## src/rtl/pport_pkg.sv

```systemverilog
package pport_pkg;
  localparam int PC_W = 6;

  typedef enum logic [1:0] {
    PCM_IN   = 2'b00,
    PCM_HSA  = 2'b01,
    PCM_HSAB = 2'b10,
    PCM_OUT  = 2'b11
  } pc_mode_e;

  // handshake bit positions on port C
  localparam int A_INTR_BIT = 0;
  localparam int A_BF_BIT   = 1;
  localparam int A_STB_BIT  = 2;
  localparam int B_INTR_BIT = 3;
  localparam int B_BF_BIT   = 4;
  localparam int B_STB_BIT  = 5;
endpackage

```

## src/rtl/pport_sync.sv

```systemverilog
module pport_sync #(
  parameter int W = 8,
  parameter int STAGES = 2,
  parameter logic [W-1:0] RST_VAL = '0
) (
  input  logic         clk,
  input  logic         rst,
  input  logic [W-1:0] d,
  output logic [W-1:0] q
);
  logic [W-1:0] st [STAGES];

  always_ff @(posedge clk) begin
    if (rst) begin
      for (int i = 0; i < STAGES; i++) st[i] <= RST_VAL;
    end else begin
      st[0] <= d;
      for (int i = 1; i < STAGES; i++) st[i] <= st[i-1];
    end
  end

  assign q = st[STAGES-1];
endmodule

```

## src/rtl/pport_port.sv

```systemverilog
module pport_port #(
  parameter int W = 8
) (
  input  logic         clk,
  input  logic         rst,
  input  logic         dir,
  input  logic         strobed,
  input  logic         inte,
  input  logic         wr,
  input  logic [W-1:0] wdata,
  input  logic         rd,
  input  logic [W-1:0] pin_s,
  input  logic         stb_s,
  output logic [W-1:0] pin_out,
  output logic [W-1:0] pin_oe,
  output logic [W-1:0] rdata,
  output logic         intr,
  output logic         bf
);
  logic [W-1:0] out_lat, in_lat;
  logic stb_q, rd_q, strobed_q, dir_q;
  logic stb_fall, stb_rise, rd_rise, rd_fall, enter;

  assign stb_fall = stb_q & ~stb_s;
  assign stb_rise = ~stb_q & stb_s;
  assign rd_rise  = ~rd_q & rd;
  assign rd_fall  = rd_q & ~rd;
  assign enter    = strobed & (~strobed_q | (dir != dir_q));

  always_ff @(posedge clk) begin
    if (rst) begin
      stb_q <= 1'b1;
      rd_q <= 1'b0;
      strobed_q <= 1'b0;
      dir_q <= 1'b0;
    end else begin
      stb_q <= stb_s;
      rd_q <= rd;
      strobed_q <= strobed;
      dir_q <= dir;
    end
  end

  // output latch: cleared and write-protected in input mode
  always_ff @(posedge clk) begin
    if (rst || !dir) out_lat <= '0;
    else if (wr) out_lat <= wdata;
  end

  // strobed input capture while the strobe is low
  always_ff @(posedge clk) begin
    if (rst) in_lat <= '0;
    else if (strobed && !dir && !stb_s) in_lat <= pin_s;
  end

  always_ff @(posedge clk) begin
    if (rst || !strobed) begin
      bf <= 1'b0;
      intr <= 1'b0;
    end else if (enter) begin
      bf <= 1'b0;
      intr <= dir & inte;
    end else begin
      if (!dir) begin
        if (stb_fall) bf <= 1'b1;
        if (rd_fall) bf <= 1'b0;
        if (stb_rise) intr <= 1'b1;
        if (rd_rise) intr <= 1'b0;
      end else begin
        if (wr) begin
          bf <= 1'b1;
          intr <= 1'b0;
        end
        if (stb_fall) bf <= 1'b0;
        if (stb_rise) intr <= 1'b1;
      end
      if (!inte) intr <= 1'b0;
    end
  end

  always_ff @(posedge clk) begin
    if (rst) begin
      pin_oe <= '0;
      rdata <= '0;
    end else begin
      pin_oe <= {W{dir}};
      rdata <= dir ? out_lat : (strobed ? in_lat : pin_s);
    end
  end

  assign pin_out = out_lat;
endmodule

```

## src/rtl/pport_cmux.sv

```systemverilog
module pport_cmux
  import pport_pkg::*;
(
  input  logic            clk,
  input  logic            rst,
  input  logic [1:0]      mode,
  input  logic            wr,
  input  logic [PC_W-1:0] wdata,
  input  logic [PC_W-1:0] pin_s,
  input  logic            a_intr,
  input  logic            a_bf,
  input  logic            b_intr,
  input  logic            b_bf,
  output logic            a_strobed,
  output logic            b_strobed,
  output logic            a_stb,
  output logic            b_stb,
  output logic [PC_W-1:0] pc_out,
  output logic [PC_W-1:0] pc_oe,
  output logic [PC_W-1:0] rdata
);
  logic [PC_W-1:0] plain_mask, hs_oe, hs_val, lat, oe_n, out_n;

  always_comb begin
    a_strobed = (mode == PCM_HSA) || (mode == PCM_HSAB);
    b_strobed = (mode == PCM_HSAB);
    a_stb = a_strobed ? pin_s[A_STB_BIT] : 1'b1;
    b_stb = b_strobed ? pin_s[B_STB_BIT] : 1'b1;
    plain_mask = '0;
    hs_oe = '0;
    hs_val = '0;
    case (pc_mode_e'(mode))
      PCM_OUT: plain_mask = '1;
      PCM_HSA: plain_mask[5:3] = 3'b111;
      default: plain_mask = '0;
    endcase
    if (a_strobed) begin
      hs_oe[A_INTR_BIT] = 1'b1;
      hs_oe[A_BF_BIT] = 1'b1;
      hs_val[A_INTR_BIT] = a_intr;
      hs_val[A_BF_BIT] = a_bf;
    end
    if (b_strobed) begin
      hs_oe[B_INTR_BIT] = 1'b1;
      hs_oe[B_BF_BIT] = 1'b1;
      hs_val[B_INTR_BIT] = b_intr;
      hs_val[B_BF_BIT] = b_bf;
    end
    oe_n = plain_mask | hs_oe;
    out_n = (lat & plain_mask) | hs_val;
  end

  always_ff @(posedge clk) begin
    if (rst) lat <= '0;
    else begin
      for (int i = 0; i < PC_W; i++) begin
        if (!plain_mask[i]) lat[i] <= 1'b0;
        else if (wr) lat[i] <= wdata[i];
      end
    end
  end

  always_ff @(posedge clk) begin
    if (rst) begin
      pc_out <= '0;
      pc_oe <= '0;
      rdata <= '0;
    end else begin
      pc_out <= out_n;
      pc_oe <= oe_n;
      rdata <= (oe_n & out_n) | (~oe_n & pin_s);
    end
  end
endmodule

```

## src/rtl/pport_ctrl.sv

```systemverilog
module pport_ctrl
  import pport_pkg::*;
#(
  parameter int PW = 8,
  parameter int SYNC_STAGES = 2
) (
  input  logic            clk,
  input  logic            rst,
  input  logic            dir_a,
  input  logic            dir_b,
  input  logic [1:0]      pc_mode,
  input  logic            ie_a,
  input  logic            ie_b,
  input  logic            wr_a,
  input  logic            wr_b,
  input  logic            wr_c,
  input  logic [PW-1:0]   wr_data,
  input  logic            rd_a,
  input  logic            rd_b,
  input  logic [PW-1:0]   pa_in,
  output logic [PW-1:0]   pa_out,
  output logic [PW-1:0]   pa_oe,
  input  logic [PW-1:0]   pb_in,
  output logic [PW-1:0]   pb_out,
  output logic [PW-1:0]   pb_oe,
  input  logic [PC_W-1:0] pc_in,
  output logic [PC_W-1:0] pc_out,
  output logic [PC_W-1:0] pc_oe,
  output logic [PW-1:0]   a_rdata,
  output logic [PW-1:0]   b_rdata,
  output logic [PC_W-1:0] c_rdata,
  output logic            a_intr,
  output logic            a_bf,
  output logic            a_inte,
  output logic            b_intr,
  output logic            b_bf,
  output logic            b_inte
);
  localparam int NP = 2;

  logic [PC_W-1:0] pc_s;
  logic [NP-1:0][PW-1:0] pin_s, p_in, p_out, p_oe, p_rd;
  logic [NP-1:0] p_dir, p_strb, p_ie, p_wr, p_rdl, p_stb, p_intr, p_bf;
  logic [NP-1:0] inte_q;

  assign p_in  = {pb_in, pa_in};
  assign p_dir = {dir_b, dir_a};
  assign p_ie  = {ie_b, ie_a};
  assign p_wr  = {wr_b, wr_a};
  assign p_rdl = {rd_b, rd_a};

  pport_sync #(.W(PC_W), .STAGES(SYNC_STAGES), .RST_VAL('1)) u_sync_c (
    .clk(clk), .rst(rst), .d(pc_in), .q(pc_s)
  );

  for (genvar g = 0; g < NP; g++) begin : g_port
    pport_sync #(.W(PW), .STAGES(SYNC_STAGES), .RST_VAL('0)) u_sync (
      .clk(clk), .rst(rst), .d(p_in[g]), .q(pin_s[g])
    );
    pport_port #(.W(PW)) u_port (
      .clk(clk), .rst(rst), .dir(p_dir[g]), .strobed(p_strb[g]),
      .inte(p_ie[g]), .wr(p_wr[g]), .wdata(wr_data), .rd(p_rdl[g]),
      .pin_s(pin_s[g]), .stb_s(p_stb[g]), .pin_out(p_out[g]),
      .pin_oe(p_oe[g]), .rdata(p_rd[g]), .intr(p_intr[g]), .bf(p_bf[g])
    );
  end

  pport_cmux u_cmux (
    .clk(clk), .rst(rst), .mode(pc_mode), .wr(wr_c), .wdata(wr_data[PC_W-1:0]),
    .pin_s(pc_s), .a_intr(p_intr[0]), .a_bf(p_bf[0]), .b_intr(p_intr[1]),
    .b_bf(p_bf[1]), .a_strobed(p_strb[0]), .b_strobed(p_strb[1]),
    .a_stb(p_stb[0]), .b_stb(p_stb[1]), .pc_out(pc_out), .pc_oe(pc_oe),
    .rdata(c_rdata)
  );

  always_ff @(posedge clk) begin
    if (rst) inte_q <= '0;
    else inte_q <= p_ie;
  end

  assign pa_out = p_out[0];
  assign pb_out = p_out[1];
  assign pa_oe = p_oe[0];
  assign pb_oe = p_oe[1];
  assign a_rdata = p_rd[0];
  assign b_rdata = p_rd[1];
  assign a_intr = p_intr[0];
  assign b_intr = p_intr[1];
  assign a_bf = p_bf[0];
  assign b_bf = p_bf[1];
  assign a_inte = inte_q[0];
  assign b_inte = inte_q[1];
endmodule

```

## config.mk

```make
export PLATFORM = sky130hd
export DESIGN_NAME = pport_ctrl
export DESIGN_NICKNAME = d
export VERILOG_FILES = /design/src/rtl/pport_pkg.sv /design/src/rtl/pport_sync.sv /design/src/rtl/pport_port.sv /design/src/rtl/pport_cmux.sv /design/src/rtl/pport_ctrl.sv
export SDC_FILE = /design/constraint.sdc
export NUM_CORES = 1
export LEC_CHECK = 0
export BUFFER_PORTS_ARGS = -buffer_cell sky130_fd_sc_hd__buf_4
export CAP_MARGIN = 20
export CORE_UTILIZATION = 51
export CTS_BUF_LIST = sky130_fd_sc_hd__clkbuf_4 sky130_fd_sc_hd__clkbuf_8 sky130_fd_sc_hd__clkbuf_16
export CTS_CLUSTER_DIAMETER = 200
export DETAILED_ROUTE_END_ITERATION = 7
export PLACE_DENSITY = 0.85
export SKIP_LAST_GASP = 1
export SLEW_MARGIN = 20
export SYNTH_ARGS = -nofsm -noshare
export SYNTH_HDL_FRONTEND = slang
export SYNTH_HIERARCHICAL = 1
export SYNTH_SLANG_ARGS = --single-unit
```

## constraint.sdc

```tcl
create_clock -name clk -period 1.4 [get_ports clk]
set_input_delay 0 -clock clk [delete_from_list [all_inputs] [get_ports clk]]
set_output_delay 0 -clock clk [all_outputs]
set_load 0.005 [all_outputs]
```

# --- After elaboration in Yosys (flattened, before gate mapping) ---
# Memory sizes are Yosys's and may differ from the RTL's.
# Index checks and enable logic that the tools add are counted.
op_classes:
  n_eq_ne: 11
  muxes: 45
  n_bitwise: 43
  n_reduce_logical: 30
op_table:
  columns: ["cell", "count"]
  rows:
  - ["8-bit two-way mux", 8]
  - ["1-bit two-way mux", 29]
  - ["5-bit by 2-bit inequality test with 1-bit output, second input constant", 4]
  - ["6-bit AND", 3]
  - ["2-bit OR reduction", 9]
  - ["1-bit NOT", 16]
  - ["1-bit AND", 12]
  - ["6-bit two-way mux", 2]
  - ["6-bit by 5-bit OR with 6-bit output", 2]
  - ["2-bit two-way mux", 4]
  - ["1-bit OR", 8]
  - ["2-bit AND reduction", 4]
  - ["1-bit logical NOT", 6]
  - ["3-bit two-way mux", 2]
  - ["3-bit by 1-bit inequality test with 1-bit output, second input constant", 2]
  - ["6-bit NOT", 1]
  - ["6-bit OR", 1]
  - ["3-bit nonzero test", 2]
  - ["1-bit logical OR", 5]
  - ["2-bit equality test, second input constant", 2]
  - ["1-bit logical AND", 4]
  - ["2-bit by 1-bit equality test with 1-bit output, second input constant", 1]
  - ["1-bit inequality test", 2]
totals:
  register_bits: 88
  ram_bits: 44
  in_bits: 43
  output_inout_bits: 72
  wordCells: 162
  mem_count: 3
memory_table:
  columns: ["memory", "depth", "width", "rd", "rd_clocked_by_memory_dff", "wr", "line_no", "rtl"]
  rows:
  - ["g_port[0].u_sync.st", 2, 8, 2, 0, 2, "pport_sync.sv:11", "logic [W-1:0] st [STAGES];"]
  - ["g_port[1].u_sync.st", 2, 8, 2, 0, 2, "pport_sync.sv:11", null]
  - ["u_sync_c.st", 2, 6, 2, 0, 2, "pport_sync.sv:11", null]

# --- Logic depth before layout (Yosys ltp) ---
depth:
  ltp_word: 9
  ltp_mapped: 7
  depth_no_buf: 6

# --- By module ---
# The synthesis kept the hierarchy.
modules_own_cells:
  columns: ["module", "instances", "cells_per_inst", "area_each_um2", "seq_area_each_um2"]
  rows:
  - ["pport_port", 2, 127, 1290.0, 600.6]
  - ["pport_sync (g_port[0].u_sync ...)", 2, 41, 524.3, 320.3]
  - ["pport_cmux", 1, 79, 798.3, 420.4]
  - ["pport_sync (u_sync_c)", 1, 31, 365.4, 240.2]
  - ["pport_ctrl", 1, 4, 52.6, 40.0]

# --- Worst setup path after synthesis ---
# OpenSTA, ideal clock, no wires.
synth_path:
  path_type: "flip-flop to flip-flop"
  startpoint: "memory u_sync_c/st[0][8] in the netlist's numbering"
  endpoint: "register g_port[0].u_port.in_lat[6]"
  setup_ns: 0.128
  arrival_ns: 1.109
  slack_ns: 0.164
  path_stages_with_launch: 7
  path_buffers: 2
  period_less_slack_ns: 1.236
  path_cell_list: "dfxtp_1 > buf_4 > nand2b_1 > nor3b_2 > buf_6 > mux2i_1 > nor2_1"
synth_lines:
  columns: ["item", "line_no", "rtl"]
  rows:
  - ["start, declared", "pport_sync.sv:11", null]
  - ["end signal, assigned", "pport_port.sv:53", "else if (strobed && !dir && !stb_s) in_lat <= pin_s;"]
  - ["end, declared", "pport_port.sv:20", "logic [W-1:0] out_lat, in_lat;"]

==> results.toml <==
[status]
status = "finished clean"

[sta]
period_needed_ns = 1.324
slew_violations = 0
fmax_ghz = 0.7553
least_margin_pin_slew_ns = 0.4476
number_of_failing_hold_endpoints_at_the_final_stage = 0
timing.clock.skew_ns = 0.007004
unrepaired_setup_endpoints_after_global_routing = "no"
fin_crit_sh = 0.9457
timing.setup.tns_ns = 0
slew_headroom = 0.7012
finalHoldWorstSlack_ns = 0.02081
setup_violating_endpoint_count_in_the_final_report = 0

[worst_setup_path]
setup.worst_path.end_class = "flop"
sum_of_buffers_and_inverters_on_the_critical_path = 1
worst_path_cell_trace = "nand2b_1, nor3b_2, buf_4, mux2i_1, nor2_1"
setup.worst_path.class = "flop to flop"
cp_max_fo = 8
cp_peak_stage_delay_ns = 0.30
r2r_slack_ns = 0.08
setup.worst_path.start_class = "flop"
critPathRequiredTime_ns = 1.77
timing.critical_path.max_delay_family = "simple AND/OR/NAND/NOR gates"
crit_arrival_ns = 1.70
crit_slowest_cell = "sky130_fd_sc_hd__dfxtp_1"

[clock_tree]
tritoncts.num_buffers = 17
clockRootBuffer = "sky130_fd_sc_hd__clkbuf_8"
htreeDepth = 4
postCtsSetupBuffers = 0
worstSkewPairLatency_ns = 0.50
numClockSinks = 127
clkTransAtPathRegs_ns = 0.06
cts-root-to-sink-buffers = 2
cts_tree = "yes"

[power_and_ir_drop]
static-leakage-power_nw = 2.909
irDropWorstVdd_v = 0.0009512
p_total_mw = 8.642
cellPowerDensity_nw_per_um2 = 1327

[die]
design.core.area_sq_um = 9240
floorplan.die.height_microns = 99.47
design.die.area_sq_um = 9893
placement_rows = 35
floorplan.initialDensity = 0.5243
die-width_microns = 99.47
io_pins = 115

[cells_and_area]
layoutNonFillerInstCount = 717
multiInputGateArea_sq_um = 1777
sequential_cell_area_sq_um = 2542
drive_gt1_frac = 0.3418
insertedDiodeCount = 0
fin_nets = 622
num-fill-cells = 629
syn2layout_area_growth_pct = 34.43
finish.utilization = 0.7048

[min_path]
path_class_of_the_lowest_slack_min_delay_path = "input port to flop"

[logic_synthesis]
post_synth_instance_area_sq_um = 4845
netlist.area_leader.share = 0.5248
yosys-top-cells-area = "sky130_fd_sc_hd__dfxtp_1 (52%), sky130_fd_sc_hd__mux2i_1 (11%), sky130_fd_sc_hd__buf_4 (7.3%)"
synthesis.instances = 450
synthesis.nets = 497
synth.lib_cells_used.distinct = 35
sequential_element_share_of_the_synthesized_area = 0.5248
synth_area_per_cell_sq_um = 10.77
synth-seq-cells = 127
synth.yosys.warnings = 6
yosysTopAreaCell = "sky130_fd_sc_hd__dfxtp_1"

[route]
drt_iter0_markers = 69
post-route-drc-count = 0
post_detailed_route_wirelength_per_cell_microns = 13.76
drtPass1Iterations = 6
via_count = 3369
antenna_violating_nets_left = 0
wirelength_microns = 9869
post_drt_via_cell_ratio = 4.699

[place]
gp_congestion = 0.7916
port_buffers = 114
place.detailed.instances = 639
dp_hpwl_microns = 6372

[global_route]
grt_util_all_layers = 0.2060
use_met2 = 0.3814
busiest_layer = "met2"
use_met1 = 0.2266
grt_pass1_vias = 3455
first_pass_grt_wire_length_microns = 15800
antenna_violations_before_repair = 0
met3_usage = 0.06535
overflow = 0
grt_start_max_net_pins = 37

[flow_run]
maxCapViolations = 0
[sequential cells by signal, indices dropped and copies added (netlist names), 3 cells and up]
signal,cells
g_port.u_sync/st,32
g_port.u_port/in_lat,16
g_port.u_port/pin_out,16
g_port.u_port/rdata,16
u_sync_c/st,12
u_cmux/lat,6
u_cmux/pc_out,6
u_cmux/rdata,6
u_cmux/pc_oe,3
[path summary, 6_finish.rpt]
path / startpoint / end / depth (start not counted)
setup / recovery: u_sync_c/st[0][11] / g_port[1].u_port/in_lat[7] / 5
hold / removal: pc_mode[1] / u_cmux/pc_oe[4] / 4
setup reg to reg: u_sync_c/st[0][11] / g_port[1].u_port/in_lat[7] / 5
hold reg to reg: u_sync_c/st[0][1] / u_sync_c/st[0][7] / 1
[cell usage after synthesis]
cell type,n
sky130_fd_sc_hd__or3b_1,1
sky130_fd_sc_hd__a22oi_1,2
sky130_fd_sc_hd__inv_1,14
sky130_fd_sc_hd__buf_6,7
sky130_fd_sc_hd__a21oi_1,3
sky130_fd_sc_hd__a211oi_1,4
sky130_fd_sc_hd__and2b_1,2
sky130_fd_sc_hd__and2_1,1
sky130_fd_sc_hd__clkbuf_2,1
sky130_fd_sc_hd__mux2_2,16
sky130_fd_sc_hd__ha_1,4
sky130_fd_sc_hd__nor2_1,61
sky130_fd_sc_hd__nor2b_2,14
sky130_fd_sc_hd__nand2_1,6
sky130_fd_sc_hd__nor2b_1,16
sky130_fd_sc_hd__o21ai_0,5
sky130_fd_sc_hd__or2_2,2
sky130_fd_sc_hd__buf_4,47
sky130_fd_sc_hd__a31oi_1,2
sky130_fd_sc_hd__o21bai_1,1
sky130_fd_sc_hd__nor4_1,2
sky130_fd_sc_hd__and3b_1,2
sky130_fd_sc_hd__mux2i_1,55
sky130_fd_sc_hd__nand2b_1,9
sky130_fd_sc_hd__o311ai_1,2
sky130_fd_sc_hd__and2b_2,12
sky130_fd_sc_hd__nand3_1,4
sky130_fd_sc_hd__nor3b_2,2
sky130_fd_sc_hd__xor2_1,2
sky130_fd_sc_hd__a311oi_1,2
sky130_fd_sc_hd__or2_1,12
sky130_fd_sc_hd__buf_2,5
sky130_fd_sc_hd__dfxtp_1,127
sky130_fd_sc_hd__clkbuf_1,3
sky130_fd_sc_hd__nor3_1,2
[cell families after synthesis]
| logic type | Yosys count | synth area share |
|---|---|---|
| DFF | 127 | 0.5248 |
| muxes | 71 | 0.1508 |
| xor gates and xnor gates | 2 | 0.003616 |
| adders and majority gates | 4 | 0.01033 |
| and+or+nand+nor | 148 | 0.1730 |
| buffers and inverters | 77 | 0.1085 |
| AOI/OAI and AO/OA | 21 | 0.02892 |
[routing by layer]
layer  wire length, microns  share of wire  vias to the layer above
li1                       -              -                     1679
met1                   4208           0.43                     1578
met2                   5163           0.52                      104
met3                    412          0.042                        8
met4                     86         0.0087                        0
met5                      0              0                        -
[power by group]
part           internal [mW]  switching [mW]  leakage, nW
clock network           2.57            1.55        0.277
registers               3.74          0.0650         1.04
logic                  0.426           0.287         1.59
[tightest hold or removal path, stage by stage]
cell                     delay (ns)
sky130_fd_sc_hd__buf_4         0.09
sky130_fd_sc_hd__inv_1         0.05
sky130_fd_sc_hd__ha_1          0.23
sky130_fd_sc_hd__nor2_1        0.11
[placed cells by master (no fill, tap or decap), types with 6 or more instances in the layout]
cell,n
sky130_fd_sc_hd__and2b_2,12
sky130_fd_sc_hd__buf_4,121
sky130_fd_sc_hd__clkbuf_16,16
sky130_fd_sc_hd__dfxtp_1,127
sky130_fd_sc_hd__dlygate4sd3_1,46
sky130_fd_sc_hd__inv_1,14
sky130_fd_sc_hd__mux2_2,16
sky130_fd_sc_hd__mux2i_1,55
sky130_fd_sc_hd__nand2_1,6
sky130_fd_sc_hd__nand2b_1,9
sky130_fd_sc_hd__nor2_1,61
sky130_fd_sc_hd__nor2b_1,16
sky130_fd_sc_hd__nor2b_2,14
sky130_fd_sc_hd__or2_1,12
[repair_timing]
item,4_1_cts,5_1_grt
endpoints found under the setup margin,0,0
resized for setup,0,0
endpoints found under the hold margin,80,0
hold buffers,46,0
[area by class of cell]
| cell class | count | area share |
|---|---|---|
| inverter | 14 | 0.008069 |
| timing repair buffer | 169 | 0.2163 |
| clock buffer | 18 | 0.06571 |
| sequential | 127 | 0.3904 |
| multi-input combinational | 246 | 0.2728 |
| tap | 129 | 0.02478 |
| clock inverter | 14 | 0.02190 |
[metrics by stage]
| step | cell area [sq um] | setup slack [ns] |
|---|---|---|
| CTS | 6513 | 0.09689 |
| detailed placement | 5482 | -0.04530 |
| global route | 6513 | 0.02044 |
| finish | 6513 | 0.07604 |
| floorplan | 4845 | 0.1636 |
| global placement | 5482 | 0.04112 |
(Power assumes the default switching activity.)
